$ cat src/rtl/sram_share_pkg.sv
package sram_share_pkg;

    localparam int unsigned REG_W = 8;

    typedef struct packed {
        logic [REG_W-1:0] bits;
    } ctl_t;

endpackage

$ cat src/rtl/sram_share_ctl.sv
module sram_share_ctl
    import sram_share_pkg::*;
#(
    parameter int unsigned IO_AW    = 6,
    parameter logic [IO_AW-1:0] CTL_ADDR = 6'h3A,
    parameter int unsigned DBG_BIT  = 1,
    parameter int unsigned TOG_BIT  = 3
) (
    input  logic             clk,
    input  logic             rst_n,
    input  logic             io_we,
    input  logic [IO_AW-1:0] io_addr,
    input  logic [REG_W-1:0] io_wdata,
    output logic [REG_W-1:0] io_rdata,
    output logic             dbg,
    output logic             tog
);

    localparam logic [REG_W-1:0] WMASK = REG_W'((1 << DBG_BIT) | (1 << TOG_BIT));

    ctl_t ctl_d, ctl_q;
    logic hit;

    assign hit = (io_addr == CTL_ADDR);

    always_comb begin
        ctl_d = ctl_q;
        if (io_we && hit) begin
            ctl_d.bits = io_wdata & WMASK;
        end
    end

    always_ff @(posedge clk or negedge rst_n) begin
        if (!rst_n) begin
            ctl_q <= '0;
        end else begin
            ctl_q <= ctl_d;
        end
    end

    assign io_rdata = hit ? ctl_q.bits : '0;
    assign dbg      = ctl_q.bits[DBG_BIT];
    assign tog      = ctl_q.bits[TOG_BIT];

    // a strobed write lands in the next cycle
    assert_ctl_load_R2: assert property (@(posedge clk) disable iff (!rst_n)
        (io_we && io_addr == CTL_ADDR) |=>
            (dbg == $past(io_wdata[DBG_BIT]) && tog == $past(io_wdata[TOG_BIT])));

    // without a write to this address the bits hold
    assert_ctl_hold_R2: assert property (@(posedge clk) disable iff (!rst_n)
        !(io_we && io_addr == CTL_ADDR) |=> ($stable(dbg) && $stable(tog)));

endmodule

$ cat src/rtl/sram_share_map.sv
module sram_share_map #(
    parameter int unsigned ADDR_W   = 16,
    parameter int unsigned PART_W   = 11,
    parameter int unsigned NUM_WIN  = 2,
    parameter int unsigned TOP_BASE = 'h3800
) (
    input  logic               clk,
    input  logic               rst_n,
    input  logic [ADDR_W-1:0]  word_addr,
    input  logic               hi,
    output logic [ADDR_W-1:0]  byte_addr,
    output logic [NUM_WIN-1:0] hit
);

    localparam int unsigned WIN    = 1 << PART_W;
    localparam int unsigned PIDX_W = $clog2(2 * NUM_WIN);

    for (genvar k = 0; k < NUM_WIN; k++) begin : g_win
        localparam logic [ADDR_W-1:0] BASE_V = ADDR_W'(TOP_BASE - k * WIN);
        assign hit[k] = (word_addr[ADDR_W-1:PART_W] == BASE_V[ADDR_W-1:PART_W]);
    end

    logic [PIDX_W-1:0] pidx;

    always_comb begin
        pidx = '0;
        for (int k = 0; k < NUM_WIN; k++) begin
            if (hit[k]) begin
                pidx = PIDX_W'(2 * k) | PIDX_W'(hi);
            end
        end
        byte_addr = ADDR_W'({pidx, word_addr[PART_W-1:0]});
    end

    // mapped bytes stay inside the program partitions
    assert_map_bound_R7: assert property (@(posedge clk) disable iff (!rst_n)
        (|hit) |-> (byte_addr < ADDR_W'(2 * NUM_WIN * WIN)));

endmodule

$ cat src/rtl/sram_share_mux.sv
module sram_share_mux #(
    parameter int unsigned ADDR_W = 16,
    parameter int unsigned DATA_W = 8
) (
    input  logic              clk,
    input  logic              rst_n,
    input  logic              mcu_go,
    input  logic              mcu_we,
    input  logic [ADDR_W-1:0] mcu_addr,
    input  logic [DATA_W-1:0] mcu_wdata,
    output logic [DATA_W-1:0] mcu_rdata,
    input  logic              fab_en,
    input  logic              fab_req,
    input  logic              fab_we,
    input  logic [ADDR_W-1:0] fab_addr,
    input  logic [DATA_W-1:0] fab_wdata,
    output logic              fab_gnt,
    output logic [DATA_W-1:0] fab_rdata,
    output logic              sram_en,
    output logic              sram_we,
    output logic [ADDR_W-1:0] sram_addr,
    output logic [DATA_W-1:0] sram_wdata,
    input  logic [DATA_W-1:0] sram_rdata
);

    always_comb begin
        fab_gnt    = fab_req && fab_en && !mcu_go;
        sram_en    = 1'b0;
        sram_we    = 1'b0;
        sram_addr  = '0;
        sram_wdata = '0;
        if (mcu_go) begin
            sram_en    = 1'b1;
            sram_we    = mcu_we;
            sram_addr  = mcu_addr;
            sram_wdata = mcu_wdata;
        end else if (fab_gnt) begin
            sram_en    = 1'b1;
            sram_we    = fab_we;
            sram_addr  = fab_addr;
            sram_wdata = fab_wdata;
        end
        mcu_rdata = (mcu_go && !mcu_we) ? sram_rdata : '0;
        fab_rdata = (fab_gnt && !fab_we) ? sram_rdata : '0;
    end

    // never two owners
    assert_one_owner_R5: assert property (@(posedge clk) disable iff (!rst_n)
        !(fab_gnt && mcu_go));

    // a disabled port is never granted
    assert_fab_off_R4: assert property (@(posedge clk) disable iff (!rst_n)
        !fab_en |-> (!fab_gnt && fab_rdata == '0));

    // no write without an access
    assert_idle_quiet_R11: assert property (@(posedge clk) disable iff (!rst_n)
        !sram_en |-> (!sram_we && sram_addr == '0));

endmodule

$ cat src/rtl/sram_share_arb.sv
module sram_share_arb #(
    parameter int unsigned ADDR_W   = 16,
    parameter int unsigned DATA_W   = 8,
    parameter int unsigned IO_AW    = 6,
    parameter int unsigned PART_W   = 11,
    parameter int unsigned NUM_WIN  = 2,
    parameter int unsigned TOP_BASE = 'h3800
) (
    input  logic               clk,
    input  logic               rst_n,
    input  logic               cfg_fab_en,
    input  logic [NUM_WIN-1:0] cfg_wp,
    input  logic               io_we,
    input  logic [IO_AW-1:0]   io_addr,
    input  logic [DATA_W-1:0]  io_wdata,
    output logic [DATA_W-1:0]  io_rdata,
    input  logic               mcu_req,
    input  logic               mcu_we,
    input  logic               mcu_prog,
    input  logic               mcu_hi,
    input  logic [ADDR_W-1:0]  mcu_addr,
    input  logic [DATA_W-1:0]  mcu_wdata,
    output logic               mcu_ack,
    output logic [DATA_W-1:0]  mcu_rdata,
    input  logic               fab_req,
    input  logic               fab_we,
    input  logic [ADDR_W-1:0]  fab_addr,
    input  logic [DATA_W-1:0]  fab_wdata,
    output logic               fab_gnt,
    output logic [DATA_W-1:0]  fab_rdata,
    output logic               sram_en,
    output logic               sram_we,
    output logic [ADDR_W-1:0]  sram_addr,
    output logic [DATA_W-1:0]  sram_wdata,
    input  logic [DATA_W-1:0]  sram_rdata,
    output logic               dbg_mode,
    output logic               fab_port_en
);

    logic               dbg, tog;
    logic [ADDR_W-1:0]  map_addr;
    logic [NUM_WIN-1:0] win_hit;
    logic               prog_ok;
    logic [ADDR_W-1:0]  route_addr;

    sram_share_ctl #(
        .IO_AW (IO_AW)
    ) u_ctl (
        .clk      (clk),
        .rst_n    (rst_n),
        .io_we    (io_we),
        .io_addr  (io_addr),
        .io_wdata (io_wdata),
        .io_rdata (io_rdata),
        .dbg      (dbg),
        .tog      (tog)
    );

    sram_share_map #(
        .ADDR_W   (ADDR_W),
        .PART_W   (PART_W),
        .NUM_WIN  (NUM_WIN),
        .TOP_BASE (TOP_BASE)
    ) u_map (
        .clk       (clk),
        .rst_n     (rst_n),
        .word_addr (mcu_addr),
        .hi        (mcu_hi),
        .byte_addr (map_addr),
        .hit       (win_hit)
    );

    always_comb begin
        prog_ok     = (|win_hit) && (!mcu_we || dbg || !(|(cfg_wp & win_hit)));
        mcu_ack     = mcu_req && (mcu_prog ? prog_ok : 1'b1);
        route_addr  = mcu_prog ? map_addr : mcu_addr;
        fab_port_en = (cfg_fab_en ^ tog) && !dbg;
        dbg_mode    = dbg;
    end

    sram_share_mux #(
        .ADDR_W (ADDR_W),
        .DATA_W (DATA_W)
    ) u_mux (
        .clk        (clk),
        .rst_n      (rst_n),
        .mcu_go     (mcu_ack),
        .mcu_we     (mcu_we),
        .mcu_addr   (route_addr),
        .mcu_wdata  (mcu_wdata),
        .mcu_rdata  (mcu_rdata),
        .fab_en     (fab_port_en),
        .fab_req    (fab_req),
        .fab_we     (fab_we),
        .fab_addr   (fab_addr),
        .fab_wdata  (fab_wdata),
        .fab_gnt    (fab_gnt),
        .fab_rdata  (fab_rdata),
        .sram_en    (sram_en),
        .sram_we    (sram_we),
        .sram_addr  (sram_addr),
        .sram_wdata (sram_wdata),
        .sram_rdata (sram_rdata)
    );

    // debug shuts the fabric port
    assert_dbg_blocks_fab_R3: assert property (@(posedge clk) disable iff (!rst_n)
        dbg_mode |-> !fab_gnt);

    // debug accepts every in-range program access
    assert_dbg_prog_R9: assert property (@(posedge clk) disable iff (!rst_n)
        (dbg_mode && mcu_req && mcu_prog && mcu_addr[ADDR_W-1:PART_W+1] == ADDR_W'(TOP_BASE) >> (PART_W+1))
            |-> mcu_ack);

    // out-of-range program words are refused
    assert_prog_range_R10: assert property (@(posedge clk) disable iff (!rst_n)
        (mcu_prog && win_hit == '0) |-> (!mcu_ack && mcu_rdata == '0));

endmodule

$ cat config.mk
export PLATFORM = sky130hd
export DESIGN_NAME = sram_share_arb
export DESIGN_NICKNAME = d
export VERILOG_FILES = /design/src/rtl/sram_share_pkg.sv /design/src/rtl/sram_share_ctl.sv /design/src/rtl/sram_share_map.sv /design/src/rtl/sram_share_mux.sv /design/src/rtl/sram_share_arb.sv
export SDC_FILE = /design/constraint.sdc
export NUM_CORES = 1
export LEC_CHECK = 0
export ABC_AREA = 1
export CORE_MARGIN = 2
export CORE_UTILIZATION = 22
export CTS_BUF_LIST = sky130_fd_sc_hd__clkbuf_16
export DETAILED_ROUTE_END_ITERATION = 12
export HOLD_SLACK_MARGIN = 0.08
export PLACE_DENSITY = 0.8
export SLEW_MARGIN = 20
export SYNTH_ARGS = -nofsm -noshare
export SYNTH_HDL_FRONTEND = slang
export SYNTH_SLANG_ARGS = --single-unit
$ cat constraint.sdc
create_clock -name clk -period 1.48 [get_ports clk]
set_input_delay 0.296 -clock clk [delete_from_list [all_inputs] [get_ports clk]]
set_output_delay 0.296 -clock clk [all_outputs]
set_load 0.01 [all_outputs]
# --- After elaboration in Yosys (flattened, before gate mapping) ---
# Index checks and enable logic that the tools add are counted.
classes:
  eq_ne: 3
  n_mux: 15
  bitwise_logic: 2
  reduce_logical: 17
ops:
  columns: ["cell", "n"]
  rows:
  - ["$mux W16", 3]
  - ["$mux W8", 4]
  - ["$eq A5 B3 Y1 const B", 2]
  - ["$logic_and A1 B1 Y1", 8]
  - ["$eq A6 B6 Y1 const B", 1]
  - ["$mux W1", 6]
  - ["$logic_not A1 Y1", 5]
  - ["$mux W4", 1]
  - ["$reduce_or A2 Y1", 2]
  - ["$and A2 B2 Y2", 1]
  - ["$logic_or A1 B1 Y1", 2]
  - ["$mux W2", 1]
  - ["$xor A1 B1 Y1", 1]
word_totals:
  regBits: 2
  output_inout_bits: 54
  wordCells: 38

# --- Longest topological paths before layout ---
depth:
  depth_word: 12
  mapped_depth: 10
  depth_no_buf: 9

# --- By module ---
# From an unflattened synthesis, not the netlist that was laid out.
hier_totals:
  hier_cells: 201
  hier_area_um2: 1188.6
by_module_without_submodules:
  columns: ["module", "instances", "cells_each", "area_each_um2", "seq_area_each_um2"]
  rows:
  - ["sram_share_mux", 1, 119, 556.8, 0.0]
  - ["sram_share_arb", 1, 30, 299.0, 0.0]
  - ["sram_share_ctl", 1, 27, 182.7, 50.0]
  - ["sram_share_map", 1, 25, 150.1, 0.0]

# --- Worst setup path after synthesis ---
# OpenSTA, ideal clock, no wires.
synth_timing:
  path_type: "register -> output"
  start: "reg u_ctl.ctl_q[1] (netlist bit)"
  end: "out fab_gnt"
  arrival_ns: 1.346
  setup_slack_ns: -0.162
  stages_incl_launch_ff: 9
  n_path_buf: 2
  cell_sequence: "dfrtp_1 inv_2 o21ai_1 a21oi_2 and2_1 buf_6 buf_6 inv_1 nor2_1"
synth_between:
  elab_cells_between_ends: 10
  cone_classes: "mux (1); reduce/logical (9)"
synth_rtl:
  columns: ["element", "line_no", "rtl"]
  rows:
  - ["from (decl)", "sram_share_ctl.sv:21", "ctl_t ctl_d, ctl_q;"]
  - ["from (signal assigned)", "sram_share_ctl.sv:37", "ctl_q <= ctl_d;"]
  - ["$logic_not A1 Y1", "sram_share_arb.sv:77", "fab_port_en = (cfg_fab_en ^ tog) && !dbg;"]
  - ["$logic_and A1 B1 Y1", "sram_share_arb.sv:77", null]
  - ["via fab_port_en", "sram_share_arb.sv:37", "output logic fab_port_en"]
  - ["$logic_and A1 B1 Y1 (2 in series)", "sram_share_mux.sv:27", "fab_gnt = fab_req && fab_en && !mcu_go;"]
  - ["to (decl)", "sram_share_arb.sv:29", "output logic fab_gnt,"]
# The timed path passes the listed nets, and every way through them passes these cells.

# --- Final worst setup path ---
layout_timing:
  start: "reg u_ctl.ctl_q[1] (netlist bit)"
  end: "out fab_rdata[6]"
layout_between:
  elab_chain_len: 9
  elab_cells_between_ends: 12
  cone_classes: "mux (2); reduce/logical (10)"
layout_rtl:
  columns: ["element", "line_no", "rtl"]
  rows:
  - ["$logic_or A1 B1 Y1 (2 in series)", "sram_share_arb.sv:74", "prog_ok = (|win_hit) && (!mcu_we || dbg || !(|(cfg_wp & win_hit)));"]
  - ["$logic_and A1 B1 Y1", "sram_share_arb.sv:74", null]
  - ["$mux W1", "sram_share_arb.sv:75", "mcu_ack = mcu_req && (mcu_prog ? prog_ok : 1'b1);"]
  - ["$logic_and A1 B1 Y1", "sram_share_arb.sv:75", null]
  - ["$logic_not A1 Y1", "sram_share_mux.sv:27", null]
  - ["$logic_and A1 B1 Y1 (*)", "sram_share_mux.sv:27", null]
  - ["$logic_and A1 B1 Y1 (*)", "sram_share_mux.sv:44", "fab_rdata = (fab_gnt && !fab_we) ? sram_rdata : '0;"]
  - ["$mux W8 (*)", "sram_share_mux.sv:44", null]
  - ["to (decl)", "sram_share_arb.sv:30", "output logic [DATA_W-1:0] fab_rdata,"]
# Every way passes the cells marked *; elsewhere a longest branch is shown, timed or not.

==> out/metrics.yaml <==
outcome: "complete, but fails checks"
violations: "setup timing"
cp-start-kind: "flop"
critical_path.top_delay_family: "simple AND/OR/NAND/NOR gates"
ff2ff_setup_slack_ns: 0.59
pwr-share-clk: 0.331
count_of_clock_tree_sinks: 2
first_global_vias: 1603
final_period_minus_worst_setup_slack_ns: 1.913
critical_path_rt_ns: 1.18
fmaxAchievable_mhz: 522.7
final_antenna_net_count: 0
power.combinational.fraction: 0.606
yosys.cell_count.top_type: "sky130_fd_sc_hd__nand2_1"
layout-area-overhead-vs-synth_pct: 204.1
clkTransAtPathRegs_ns: 0.03
timing.final.hold_violations: 0
switching_power_mw: 0.3907
cts-htree-levels: 1
drive_above_1_share: 0.4146
final.hold.worst_slack_ns: 0.2473
cp.buffers_inverters: 3
finalCritPeriodShare: 1.293
worst-r2r-cell-count: 4
final-max-slew-violation-count: 0
critical_path.cell_chain: "inv_2 > o21ai_2 > a21oi_2 > and2_4 > buf_6 > nand4_4 > nor2_1 > buf_2"
switching_share: 0.3137
crit_cells: 8
top_post_synthesis_cells_by_area: "sky130_fd_sc_hd__nand2_1 (24%), sky130_fd_sc_hd__nand4_1 (19%), sky130_fd_sc_hd__nor2_1 (9.8%)"
critical_path.max_fanout: 8
postSynthCellCount: 160
registers_with_the_most_flip_flops: "u_ctl.ctl_q: 2 flops"
cts_hold_buffers: 0
p_int_mw: 0.8545
ys_seq_elements: 2
syn-cell-area_um2: 845.8
synth-xor-area-share: 0
io_buffer_count: 123
cts-root-buf: "sky130_fd_sc_hd__clkbuf_16"
register_bank_with_the_most_flops: "u_ctl.ctl_q"
largest_family_of_logic_cells_by_synthesized_area: "simple AND/OR/NAND/NOR gates"
grt_overflow: 0
tritoncts: "yes"
die_w_um: 66.01
leakagePower_nw: 1.345
place_congestion: 0.7526
netlist.area_leader.share: 0.2441
latest_clock_arrival_within_the_worst_skew_pair_ns: 0.22
insertedDiodeCount: 0
synthTopCellsByCount: "sky130_fd_sc_hd__nand2_1 (55), sky130_fd_sc_hd__nand4_1 (26), sky130_fd_sc_hd__nor2_1 (22)"
worst_clock_skew_ns: 0
grt_max_degree: 13
min-delay-path-class: "input port to asynchronous set/reset pin"
setup_repair_after_global_routing_missed_its_margin: "true"
starting_density: 0.2293
setup_viol: 44
post_synth_fa_ha_maj_area_fraction: 0
rows: 22
grt_usage: 0.1997
criticalPathCategory: "flop to output port"
nets: 400
drv.max_cap_violation_count: 0
synth_edf_count: 0
synth_compound_gate_area_share: 0.03994
antenna_violations_before_repair: 0
drtPass1Iterations: 4
worst_ep_arrival_time_ns: 1.62
place.detailed.hpwl_mm: 3.185
synthesized_area_divided_by_synthesized_cell_count_um2: 5.286
post_synth_simple_gate_area: 0.6775
fp.dieH_um: 66.01
routed-via-count: 1663
layout_setup_ws_ns: -0.4330
postSynth.topFlopCell: "sky130_fd_sc_hd__dfrtp_1"
reg2reg_from: "u_ctl.ctl_q[1]"
peak_per_stage_delay_on_the_critical_path_ns: 0.39
die-area_mm2: 0.004357
ioPinCount: 136
grt_pass1_wl_mm: 6.989
routed_wl_mm: 4.674
core-area_mm2: 0.003689
post_synth_num_cell_types: 22
yosysSeqAreaShare: 0.05917
yosys_warnings: 0
finalNonFillerCells: 364
avgRoutedWirePerCell_um: 12.84
cellPowerDensity_mw_per_mm2: 484.0
clock_buffer_count_from_cts: 3
dp_cells: 340
crit_path_end_kind: "output port"
post-route-drc-count: 0
drt_first_iter_violations: 41
yosysTopAreaCell: "sky130_fd_sc_hd__nand2_1"
critPathSlowestCell: "sky130_fd_sc_hd__dfrtp_1"
max_reg_flops: 2
vdd.ir_drop.worst_mv: 0.7213
proportion_of_synthesized_flip_flops_having_asynchronous_set_or_reset: 1.000
post_synth_mux_area_share: 0
cts-root-to-sink-buffers: 2
crit-reg2reg-capture: "u_ctl.ctl_q[1]"
routed_via_density: 4.569
share_seq_of_total_power: 0.062
-- what timing repair did --
action                                 4_1_cts  5_1_grt
setup buffers                               18        3
cloned                                       4        2
resized for setup                          260       38
setup endpoints to repair                   47       48
endpoints found under the hold margin        0        0
pin swaps                                   47       36
-- routing by layer --
layer	vias up	wire length (um)	global-route usage	part of all wire
met5	-	0	0	0
met4	0	92	0.04082	0.020
met3	9	452	0.05111	0.097
met2	82	2411	0.3876	0.52
met1	738	1718	0.2151	0.37
li1	834	-	-	-
-- power groups by stage --
| stage | clock network, mW | logic [mW] | registers (mW) |
|---|---|---|---|
| after floorplan | 0 | 0.239 | 0.0789 |
| after global placement | 0 | 0.634 | 0.0769 |
| after detailed placement | 0 | 0.636 | 0.0775 |
| after CTS | 0.421 | 0.715 | 0.0777 |
| after global routing | 0.424 | 0.814 | 0.0792 |
| final | 0.412 | 0.755 | 0.0776 |
-- worst reg2reg max path: stages, from the launching register on --
cell and delay (ns):
sky130_fd_sc_hd__dfrtp_1 0.38, sky130_fd_sc_hd__inv_2 0.05, sky130_fd_sc_hd__buf_4 0.12, sky130_fd_sc_hd__buf_4 0.14, sky130_fd_sc_hd__o21ai_1 0.13
-- through the flow --
step	TNS (ns)	utilization	setup slack (ns)	instance area [um^2]	total power, mW
detailed placement	-45.52	0.6096	-1.037	2248	0.7139
global route	-19.35	0.6974	-0.5031	2572	1.317
global placement	-44.65	0.6096	-1.024	2248	0.7105
CTS	-15.20	0.6618	-0.4214	2441	1.214
floorplan	-3.849	-	-0.1443	885.9	0.3178
finish	-15.66	0.6974	-0.4330	2572	1.245
-- worst max-delay path by stage --
stage / end / from
floorplan: fab_rdata[0] / u_ctl.ctl_q[1]
global placement: fab_rdata[0] / mcu_addr[12]
detailed placement: fab_rdata[0] / mcu_addr[12]
CTS: fab_rdata[0] / u_ctl.ctl_q[1]
global route: fab_rdata[2] / u_ctl.ctl_q[1]
finish: fab_rdata[6] / u_ctl.ctl_q[1]
-- cell usage in the layout, fill, tap and decap left out, types with 2 or more instances in the layout --
cell type,count
sky130_fd_sc_hd__clkdlybuf4s50_1,58
sky130_fd_sc_hd__nand2_1,53
sky130_fd_sc_hd__buf_2,40
sky130_fd_sc_hd__nand4_1,26
sky130_fd_sc_hd__buf_6,26
sky130_fd_sc_hd__inv_1,12
sky130_fd_sc_hd__buf_4,12
sky130_fd_sc_hd__nor2_4,9
sky130_fd_sc_hd__nor2_2,8
sky130_fd_sc_hd__nor2_1,8
sky130_fd_sc_hd__dlygate4sd2_1,8
sky130_fd_sc_hd__buf_12,7
sky130_fd_sc_hd__conb_1,6
sky130_fd_sc_hd__inv_2,4
sky130_fd_sc_hd__clkbuf_16,4
sky130_fd_sc_hd__nand2_8,3
sky130_fd_sc_hd__nand3_1,3
sky130_fd_sc_hd__o21ai_0,3
sky130_fd_sc_hd__clkbuf_2,3
sky130_fd_sc_hd__nand2_4,2
sky130_fd_sc_hd__buf_16,2
sky130_fd_sc_hd__dlymetal6s2s_1,2
sky130_fd_sc_hd__dfrtp_1,2
-- kinds of logic after synthesis --
family,after synthesis
AO/OA/AOI/OAI,6
buffers and inverters,32
flip-flops,2
other,1
AND/OR/NAND/NOR,119
-- final cells by class --
cell class / count / area, um^2
clock buffers: 3 / 75.07
multi-input cells: 132 / 790.8
inverters: 17 / 66.31
fillers: 310 / 1116
well taps: 48 / 60.06
repair buffers: 162 / 1530
flip-flops and latches: 2 / 50.05
Note: power is estimated with default switching activity, not from simulation.
